--- src/rtl/lcd_pclk_pkg.sv ---
package lcd_pclk_pkg;
  typedef enum logic {
    EDGE_RISE = 1'b0,
    EDGE_FALL = 1'b1
  } launch_edge_e;

  localparam int unsigned DIV_OFS = 2;
endpackage

--- src/rtl/lcd_pclk_period.sv ---
module lcd_pclk_period
  import lcd_pclk_pkg::*;
#(
  parameter int unsigned DIV_W = 5
) (
  input  logic             clk_i,
  input  logic             rst_ni,
  input  logic             start_i,
  input  logic             run_i,
  input  logic             stop_i,
  input  logic [DIV_W-1:0] div_i,
  input  launch_edge_e     edge_i,
  output logic             pclk_o,
  output logic             launch_o,
  output logic             last_o
);
  localparam int unsigned R_W   = DIV_W + 1;
  localparam int unsigned R_MAX = (2 ** DIV_W) - 1 + DIV_OFS;

  logic [R_W-1:0] phase_q, ratio_q, ratio_in, phase_nx;
  logic [R_W:0]   hi_len;
  logic           pclk_q, launch_q;

  assign ratio_in = R_W'(div_i) + R_W'(DIV_OFS);
  assign phase_nx = phase_q + R_W'(1);
  // odd ratios: high phase gets the extra cycle
  assign hi_len   = ({1'b0, ratio_q} + (R_W+1)'(1)) >> 1;
  assign last_o   = run_i && (phase_q == ratio_q - R_W'(1));

  always_ff @(posedge clk_i or negedge rst_ni) begin
    if (!rst_ni) begin
      phase_q  <= '0;
      ratio_q  <= R_W'(DIV_OFS);
      pclk_q   <= 1'b0;
      launch_q <= 1'b0;
    end else if (start_i) begin
      phase_q  <= '0;
      ratio_q  <= ratio_in;
      pclk_q   <= 1'b1;
      launch_q <= (edge_i == EDGE_RISE);
    end else if (run_i) begin
      if (last_o) begin
        phase_q <= '0;
        if (stop_i) begin
          pclk_q   <= 1'b0;
          launch_q <= 1'b0;
        end else begin
          ratio_q  <= ratio_in;
          pclk_q   <= 1'b1;
          launch_q <= (edge_i == EDGE_RISE);
        end
      end else begin
        phase_q  <= phase_nx;
        pclk_q   <= ({1'b0, phase_nx} < hi_len);
        launch_q <= (edge_i == EDGE_FALL) && ({1'b0, phase_nx} == hi_len);
      end
    end else begin
      phase_q  <= '0;
      pclk_q   <= 1'b0;
      launch_q <= 1'b0;
    end
  end

  assign pclk_o   = pclk_q;
  assign launch_o = launch_q;

  a_r1_ratio_range: assert property (@(posedge clk_i) disable iff (!rst_ni)
    run_i |-> (ratio_q >= R_W'(DIV_OFS)) && (32'(ratio_q) <= R_MAX));

  a_r6_ratio_hold: assert property (@(posedge clk_i) disable iff (!rst_ni)
    (run_i && !start_i && !last_o) |=> $stable(ratio_q));

  a_r4_launch_on_edge: assert property (@(posedge clk_i) disable iff (!rst_ni)
    (launch_q && !$past(start_i)) |-> (pclk_q != $past(pclk_q)));
endmodule

--- src/rtl/lcd_pclk_burst.sv ---
module lcd_pclk_burst #(
  parameter int unsigned CPL_W = 10
) (
  input  logic             clk_i,
  input  logic             rst_ni,
  input  logic             start_i,
  input  logic             tick_i,
  input  logic [CPL_W-1:0] cpl_i,
  output logic             run_o,
  output logic             stop_o,
  output logic             done_o
);
  logic [CPL_W-1:0] cpl_q, cnt_q;
  logic             run_q, done_q;

  assign stop_o = run_q && tick_i && (cnt_q == cpl_q);

  always_ff @(posedge clk_i or negedge rst_ni) begin
    if (!rst_ni) begin
      cpl_q  <= '0;
      cnt_q  <= '0;
      run_q  <= 1'b0;
      done_q <= 1'b0;
    end else if (start_i) begin
      cpl_q  <= cpl_i;
      cnt_q  <= '0;
      run_q  <= 1'b1;
      done_q <= 1'b0;
    end else if (stop_o) begin
      run_q  <= 1'b0;
      done_q <= 1'b1;
    end else if (run_q && tick_i) begin
      cnt_q <= cnt_q + CPL_W'(1);
    end
  end

  assign run_o  = run_q;
  assign done_o = done_q;

  a_r3_cnt_bound: assert property (@(posedge clk_i) disable iff (!rst_ni)
    run_q |-> (cnt_q <= cpl_q));

  a_r5_done_idle: assert property (@(posedge clk_i) disable iff (!rst_ni)
    done_q |-> !run_q);

  a_r5_stop_sets_done: assert property (@(posedge clk_i) disable iff (!rst_ni)
    (stop_o && !start_i) |=> (done_q && !run_q));
endmodule

--- src/rtl/lcd_pclk_bypass.sv ---
module lcd_pclk_bypass (
  input  logic clk_i,
  input  logic rst_ni,
  input  logic en_i,
  output logic pclk_o,
  output logic act_o
);
  logic gate_q;

  // enable changes while clk_i is low: glitch-free gating
  always_ff @(negedge clk_i or negedge rst_ni) begin
    if (!rst_ni) gate_q <= 1'b0;
    else         gate_q <= en_i;
  end

  assign pclk_o = clk_i & gate_q;
  assign act_o  = gate_q;

  a_r7_gate_follow: assert property (@(negedge clk_i) disable iff (!rst_ni)
    en_i |=> gate_q);
endmodule

--- src/rtl/lcd_pclk_gen.sv ---
module lcd_pclk_gen
  import lcd_pclk_pkg::*;
#(
  parameter int unsigned DIV_W = 5,
  parameter int unsigned CPL_W = 10
) (
  input  logic             clk_i,
  input  logic             rst_ni,
  input  logic             line_start_i,
  input  logic [DIV_W-1:0] div_i,
  input  logic             bypass_i,
  input  logic             edge_sel_i,
  input  logic [CPL_W-1:0] cpl_i,
  output logic             pclk_o,
  output logic             launch_o,
  output logic             line_done_o
);
  logic         bypass_q;
  launch_edge_e edge_q, edge_use;
  logic         run, stop, last, tick;
  logic         div_pclk, div_launch, byp_pclk, byp_act;

  always_ff @(posedge clk_i or negedge rst_ni) begin
    if (!rst_ni) begin
      bypass_q <= 1'b0;
      edge_q   <= EDGE_RISE;
    end else if (line_start_i) begin
      bypass_q <= bypass_i;
      edge_q   <= launch_edge_e'(edge_sel_i);
    end
  end

  assign edge_use = line_start_i ? launch_edge_e'(edge_sel_i) : edge_q;
  assign tick     = bypass_q | last;

  lcd_pclk_burst #(.CPL_W(CPL_W)) u_burst (
    .clk_i   (clk_i),
    .rst_ni  (rst_ni),
    .start_i (line_start_i),
    .tick_i  (tick),
    .cpl_i   (cpl_i),
    .run_o   (run),
    .stop_o  (stop),
    .done_o  (line_done_o)
  );

  lcd_pclk_period #(.DIV_W(DIV_W)) u_period (
    .clk_i    (clk_i),
    .rst_ni   (rst_ni),
    .start_i  (line_start_i),
    .run_i    (run),
    .stop_i   (stop),
    .div_i    (div_i),
    .edge_i   (edge_use),
    .pclk_o   (div_pclk),
    .launch_o (div_launch),
    .last_o   (last)
  );

  lcd_pclk_bypass u_bypass (
    .clk_i  (clk_i),
    .rst_ni (rst_ni),
    .en_i   (run && bypass_q),
    .pclk_o (byp_pclk),
    .act_o  (byp_act)
  );

  assign pclk_o   = bypass_q ? byp_pclk : div_pclk;
  assign launch_o = bypass_q ? byp_act  : div_launch;

  a_r3_idle_low: assert property (@(posedge clk_i) disable iff (!rst_ni)
    (!run && !line_start_i) |=> !div_pclk);

  a_r5_done_no_launch: assert property (@(posedge clk_i) disable iff (!rst_ni)
    (line_done_o && !bypass_q) |-> !div_launch);
endmodule

--- config.mk ---
export PLATFORM = sky130hd
export DESIGN_NAME = lcd_pclk_gen
export DESIGN_NICKNAME = d
export VERILOG_FILES = /design/src/rtl/lcd_pclk_pkg.sv /design/src/rtl/lcd_pclk_period.sv /design/src/rtl/lcd_pclk_burst.sv /design/src/rtl/lcd_pclk_bypass.sv /design/src/rtl/lcd_pclk_gen.sv
export SDC_FILE = /design/constraint.sdc
export NUM_CORES = 1
export LEC_CHECK = 0
export BUFFER_PORTS_ARGS = -buffer_cell sky130_fd_sc_hd__buf_2
export CORE_UTILIZATION = 40
export DETAILED_ROUTE_END_ITERATION = 16
export PLACE_DENSITY_LB_ADDON = 0.15
export SYNTH_ARGS = -nofsm -noshare
export SYNTH_HDL_FRONTEND = slang
export SYNTH_HIERARCHICAL = 1
export SYNTH_SLANG_ARGS = --single-unit
--- constraint.sdc ---
create_clock -name clk_i -period 4.14 [get_ports clk_i]
set_input_delay 0.828 -clock clk_i [delete_from_list [all_inputs] [get_ports clk_i]]
set_output_delay 0.828 -clock clk_i [all_outputs]
set_load 0.02 [all_outputs]
Word level (Yosys, flattened, before mapping)
Cells that the tools add are included.
W data, S select, Z words.

storage, ports and cells
  register bits after elaboration = 39
  ROM bits = 0
  input port bits = 20
  output and inout port bits = 3
  memory bits (writable) = 0
  word-level logic and storage cells = 60
  memories kept = 0
  bits in latches = 0

cells by class
  bitwise operators = 3
  equal/unequal tests = 4
  multiplexer cells = 25
  multipliers = 0
  div/mod/pow operators = 0
  $lt $le $gt $ge = 1
  reductions and logical operators = 11
  add/subtract/negate cells = 5
  shifts and indexed selects = 0

operators with widths
  operator                 count
  $mux W6                  7
  $mux W10                 3
  $mux W1                  15
  $eq A6 B6 Y1             2
  $add A10 B1 Y10 const B  1
  $eq A10 B10 Y1           1
  $reduce_bool A2 Y1       4
  $add A6 B1 Y7 const B    1
  $add A5 B2 Y6 const B    1
  $add A6 B1 Y6 const B    1
  $lt A6 B6 Y1             1
  $sub A6 B1 Y6 const B    1
  $logic_and A1 B1 Y1      5
  $reduce_and A3 Y1        1
  $ne A2 B2 Y1 const B     1
  $reduce_and A2 Y1        1
  $and A1 B1 Y1            1
  $not A1 Y1               1
  $or A1 B1 Y1             1

Longest topological paths before layout
  depth in word-level cells = 10
  gate-level depth with buffers = 12
  depth with buffers taken out = 12

By module
Netlist, hierarchy kept.

by module, submodules not included
  module           area an instance (µm²)  times used  sequential area each (µm²)  cells an instance
  lcd_pclk_burst   1126.1                  1           550.5                       99
  lcd_pclk_period  1006.0                  1           351.6                       97
  lcd_pclk_gen     116.4                   1           50.0                        8
  lcd_pclk_bypass  31.3                    1           25.0                        2

==> run_results.csv <==
group,metric,value,unit
hold_path,worstHoldPathType,"in -> async",
detailed_routing,drcViolationCount,0,
synth,syn-cell-area,0.00228,mm^2
synth,async_flop_share,1.00,
timing,rsz0062_at_grt,"yes",
timing,setup_violations,3,
synth,synth-main-ff-cell,"dfrtp_1",
synth,synth_xor_area_frac,0.0999,
power_and_ir_drop,p_leak,0.00113,uW
timing,timing.hold.ws,503,ps
critical_path,worstSetupEndpoint,"pclk_o",
critical_path,startpoint,"u_bypass/act_o",
critical_path,worst-setup-path-type,"reg -> out",
placement,post-place-cells,295,
timing,setup_slack,-42.7,ps
clock_tree,cts_tree,"done",
detailed_routing,totalWireLength,4350,um
critical_path,arrival,3350,ps
grt,grt-ovfl-total,0,
synth,synth_enable_flop_cells,0,
run_status,violations,"setup timing",
timing,maxSlewViolCount,0,
floorplanning,io_pins,23,
critical_path,r2r_end,"u_burst/cnt_q[9]",
finish,layout-drive-gt1-share,0.269,
synth,syn_area_per_cell,11.1,um^2
timing,skew,21.6,ps
power_and_ir_drop,total_power,1090,uW
placement,hpwl,3000,um
grt,grt_pass1_vias,1591,
detailed_routing,vias_per_cell,5.27,
finish,fillers,523,
floorplanning,die_w,77.5,um
critical_path,r2r_start,"u_period/ratio_q[0]",
finish,nNetsFinal,265,
critical_path,r2r_setup_slack,900,ps
grt,antenna_found_initial,0,
power_and_ir_drop,ir_worst_vdd,0.000239,V
synth,yosysSeqAreaShare,0.429,
synth,syn_nets,237,
floorplanning,core-area,0.00551,mm^2
detailed_routing,postRouteAntennaNets,0,
timing,worst_slew_pin_slew,609,ps
floorplanning,die_y,77.5,um
clock_tree,cts.clk_slew.worst_paths,70,ps
finish,diodes,0,
detailed_routing,vias,1614,
clock_tree,clk_latency,410,ps
grt,grt_max_degree,39,
synth,synth_adder_area_share,0.0604,
synth,synth-simple-area-share,0.178,
grt,grt_pass1_wl,7620,um
timing,max_slew_margin,0.594,
detailed_routing,dr.first_iter.drc_count,61,
synth,syn_inst,206,
critical_path,worst_r2r_path_depth,9,
synth,synth_seq_cells,39,
critical_path,cp.required,3310,ps
flow_run,maxCapViolCount,0,
detailed_routing,wire_per_inst,14.2,um
floorplanning,start_util,0.414,
finish,final_cells,306,
finish,area_delta_synth_final,14.9,%
floorplanning,num_rows,27,
synth,synth_cell_types,48,
synth,synth_top_family_by_area,"simple AND/OR/NAND/NOR gates",
critical_path,crit_fanout,2,
critical_path,worst_setup_path_end_kind,"output pin",
critical_path,startpoint_type,"flop",
floorplanning,die-area,0.00601,mm^2
placement,numPortBuffers,22,
grt,grt_usage,0.170,
timing,finalHoldViolCount,0,
power_and_ir_drop,p_per_area,418,mW/mm^2
synth,synth-compound-area-share,0.0917,
run_status,status,"finished, violations left",
synth,yosys_warnings,6,
synth,synth.area.mux_share,0.111,
placement,place.gp.congestion,0.733,
detailed_routing,dr.pass1.iters,4,
-- per-stage QoR --
| stage | instance area (um^2) | utilization | worst slack [ps] | TNS [ps] |
|---|---|---|---|---|
| 6_report | 2620 | 0.476 | -42.7 | -68.9 |
| 5_1_grt | 2620 | 0.476 | -88.0 | -158 |
| 4_1_cts | 2610 | 0.474 | -46.2 | -84.7 |
| 3_5_place_dp | 2450 | 0.445 | 401 | 0 |
| 3_3_place_gp | 2450 | 0.445 | 407 | 0 |
| 2_1_floorplan | 2280 | - | 515 | 0 |
-- placed cells by master (no fill, tap or decap), types with 4 or more instances in the layout --
| cell | Yosys | final |
|---|---|---|
| nand3_1 | 14 | 14 |
| xnor2_1 | 17 | 17 |
| nor2b_1 | 9 | 9 |
| clkbuf_8 | 0 | 8 |
| xor2_1 | 9 | 9 |
| and3_1 | 4 | 4 |
| buf_2 | 1 | 20 |
| inv_1 | 7 | 7 |
| mux2_2 | 17 | 17 |
| dfrtp_1 | 37 | 37 |
| o21ai_0 | 5 | 5 |
| or4_1 | 5 | 5 |
| nand4_1 | 5 | 5 |
| or3_1 | 5 | 5 |
| ha_1 | 11 | 11 |
| a21oi_1 | 9 | 9 |
| nor2_1 | 6 | 6 |
| o31ai_1 | 4 | 4 |
-- routing by layer --
layer  track usage  vias to the layer above  part of all wire
li1              -                      799                 -
met1         0.238                      776              0.54
met2         0.226                       33              0.42
met3        0.0647                        6             0.032
met4        0.0830                        0             0.015
met5             0                        -                 0
-- synthesized netlist by cell type (4+ instances only) --
cell / number / share of area
a21oi_1: 9 / 0.020
mux2_2: 17 / 0.084
or3_1: 5 / 0.014
clkbuf_1: 4 / 0.0066
ha_1: 11 / 0.060
and3_1: 4 / 0.011
nor2_1: 6 / 0.0099
inv_1: 7 / 0.012
nand3_1: 14 / 0.031
xor2_1: 9 / 0.035
xnor2_1: 17 / 0.065
o21ai_0: 5 / 0.011
nor2b_1: 9 / 0.025
nand4_1: 5 / 0.014
o31ai_1: 4 / 0.013
dfrtp_1: 37 / 0.41
or4_1: 5 / 0.016
-- timing repair --
item,4_1_cts,5_1_grt
hold buffers,0,0
setup endpoints to repair,2,3
buffers inserted,1,0
gates resized for setup,2,3
-- critical path, stage by stage (launching register included) --
cell and delay [ps]:
dfrtn_1 350, and2_4 140, mux2_4 260, buf_6 130
-- flip-flops by register name, indices dropped and copies added, names as in the netlist --
register and flops:
u_burst/cnt_q 10, u_burst/cpl_q 10, u_period/phase_q 6, u_period/ratio_q 6
bypass_q 1, edge_q 1, u_burst/done_o 1, u_burst/run_o 1
u_bypass/act_o 1, u_period/launch_o 1, u_period/pclk_o 1
-- layout make-up --
class / instances / area [um^2] / share of cell area
Inverter: 7 / 26.3 / 0.0100
Clock inverter: 1 / 30.0 / 0.0115
Sequential cell: 39 / 977 / 0.373
Clock buffer: 10 / 125 / 0.0478
Multi-Input combinational cell: 153 / 1240 / 0.472
Tap cell: 72 / 90.1 / 0.0344
Timing Repair Buffer: 24 / 134 / 0.0511
-- logic make-up after synthesis --
family          Yosys count
compound gates           30
xor+xnor                 26
fa+ha+maj                11
buf+inv                  14
flops                    39
mux                      22
simple gates             64
-- report_power, final --
group          switching, uW  internal [uW]  leakage (uW)
clock                    153            260     0.0000920
sequential              45.2            417      0.000487
combinational            108            112      0.000549
total                    306            789       0.00113
-- worst min-delay path by stage --
stage                               end  slack (ps)  cells after the start
floorplan                        edge_q         480                      1
global placement         u_burst/done_o         500                      2
detailed placement       u_burst/done_o         510                      2
CTS                    u_burst/cnt_q[3]         520                      2
global route                     edge_q         530                      2
finish              u_period/phase_q[4]         500                      2
Note: power is estimated with default switching activity, not from simulation.
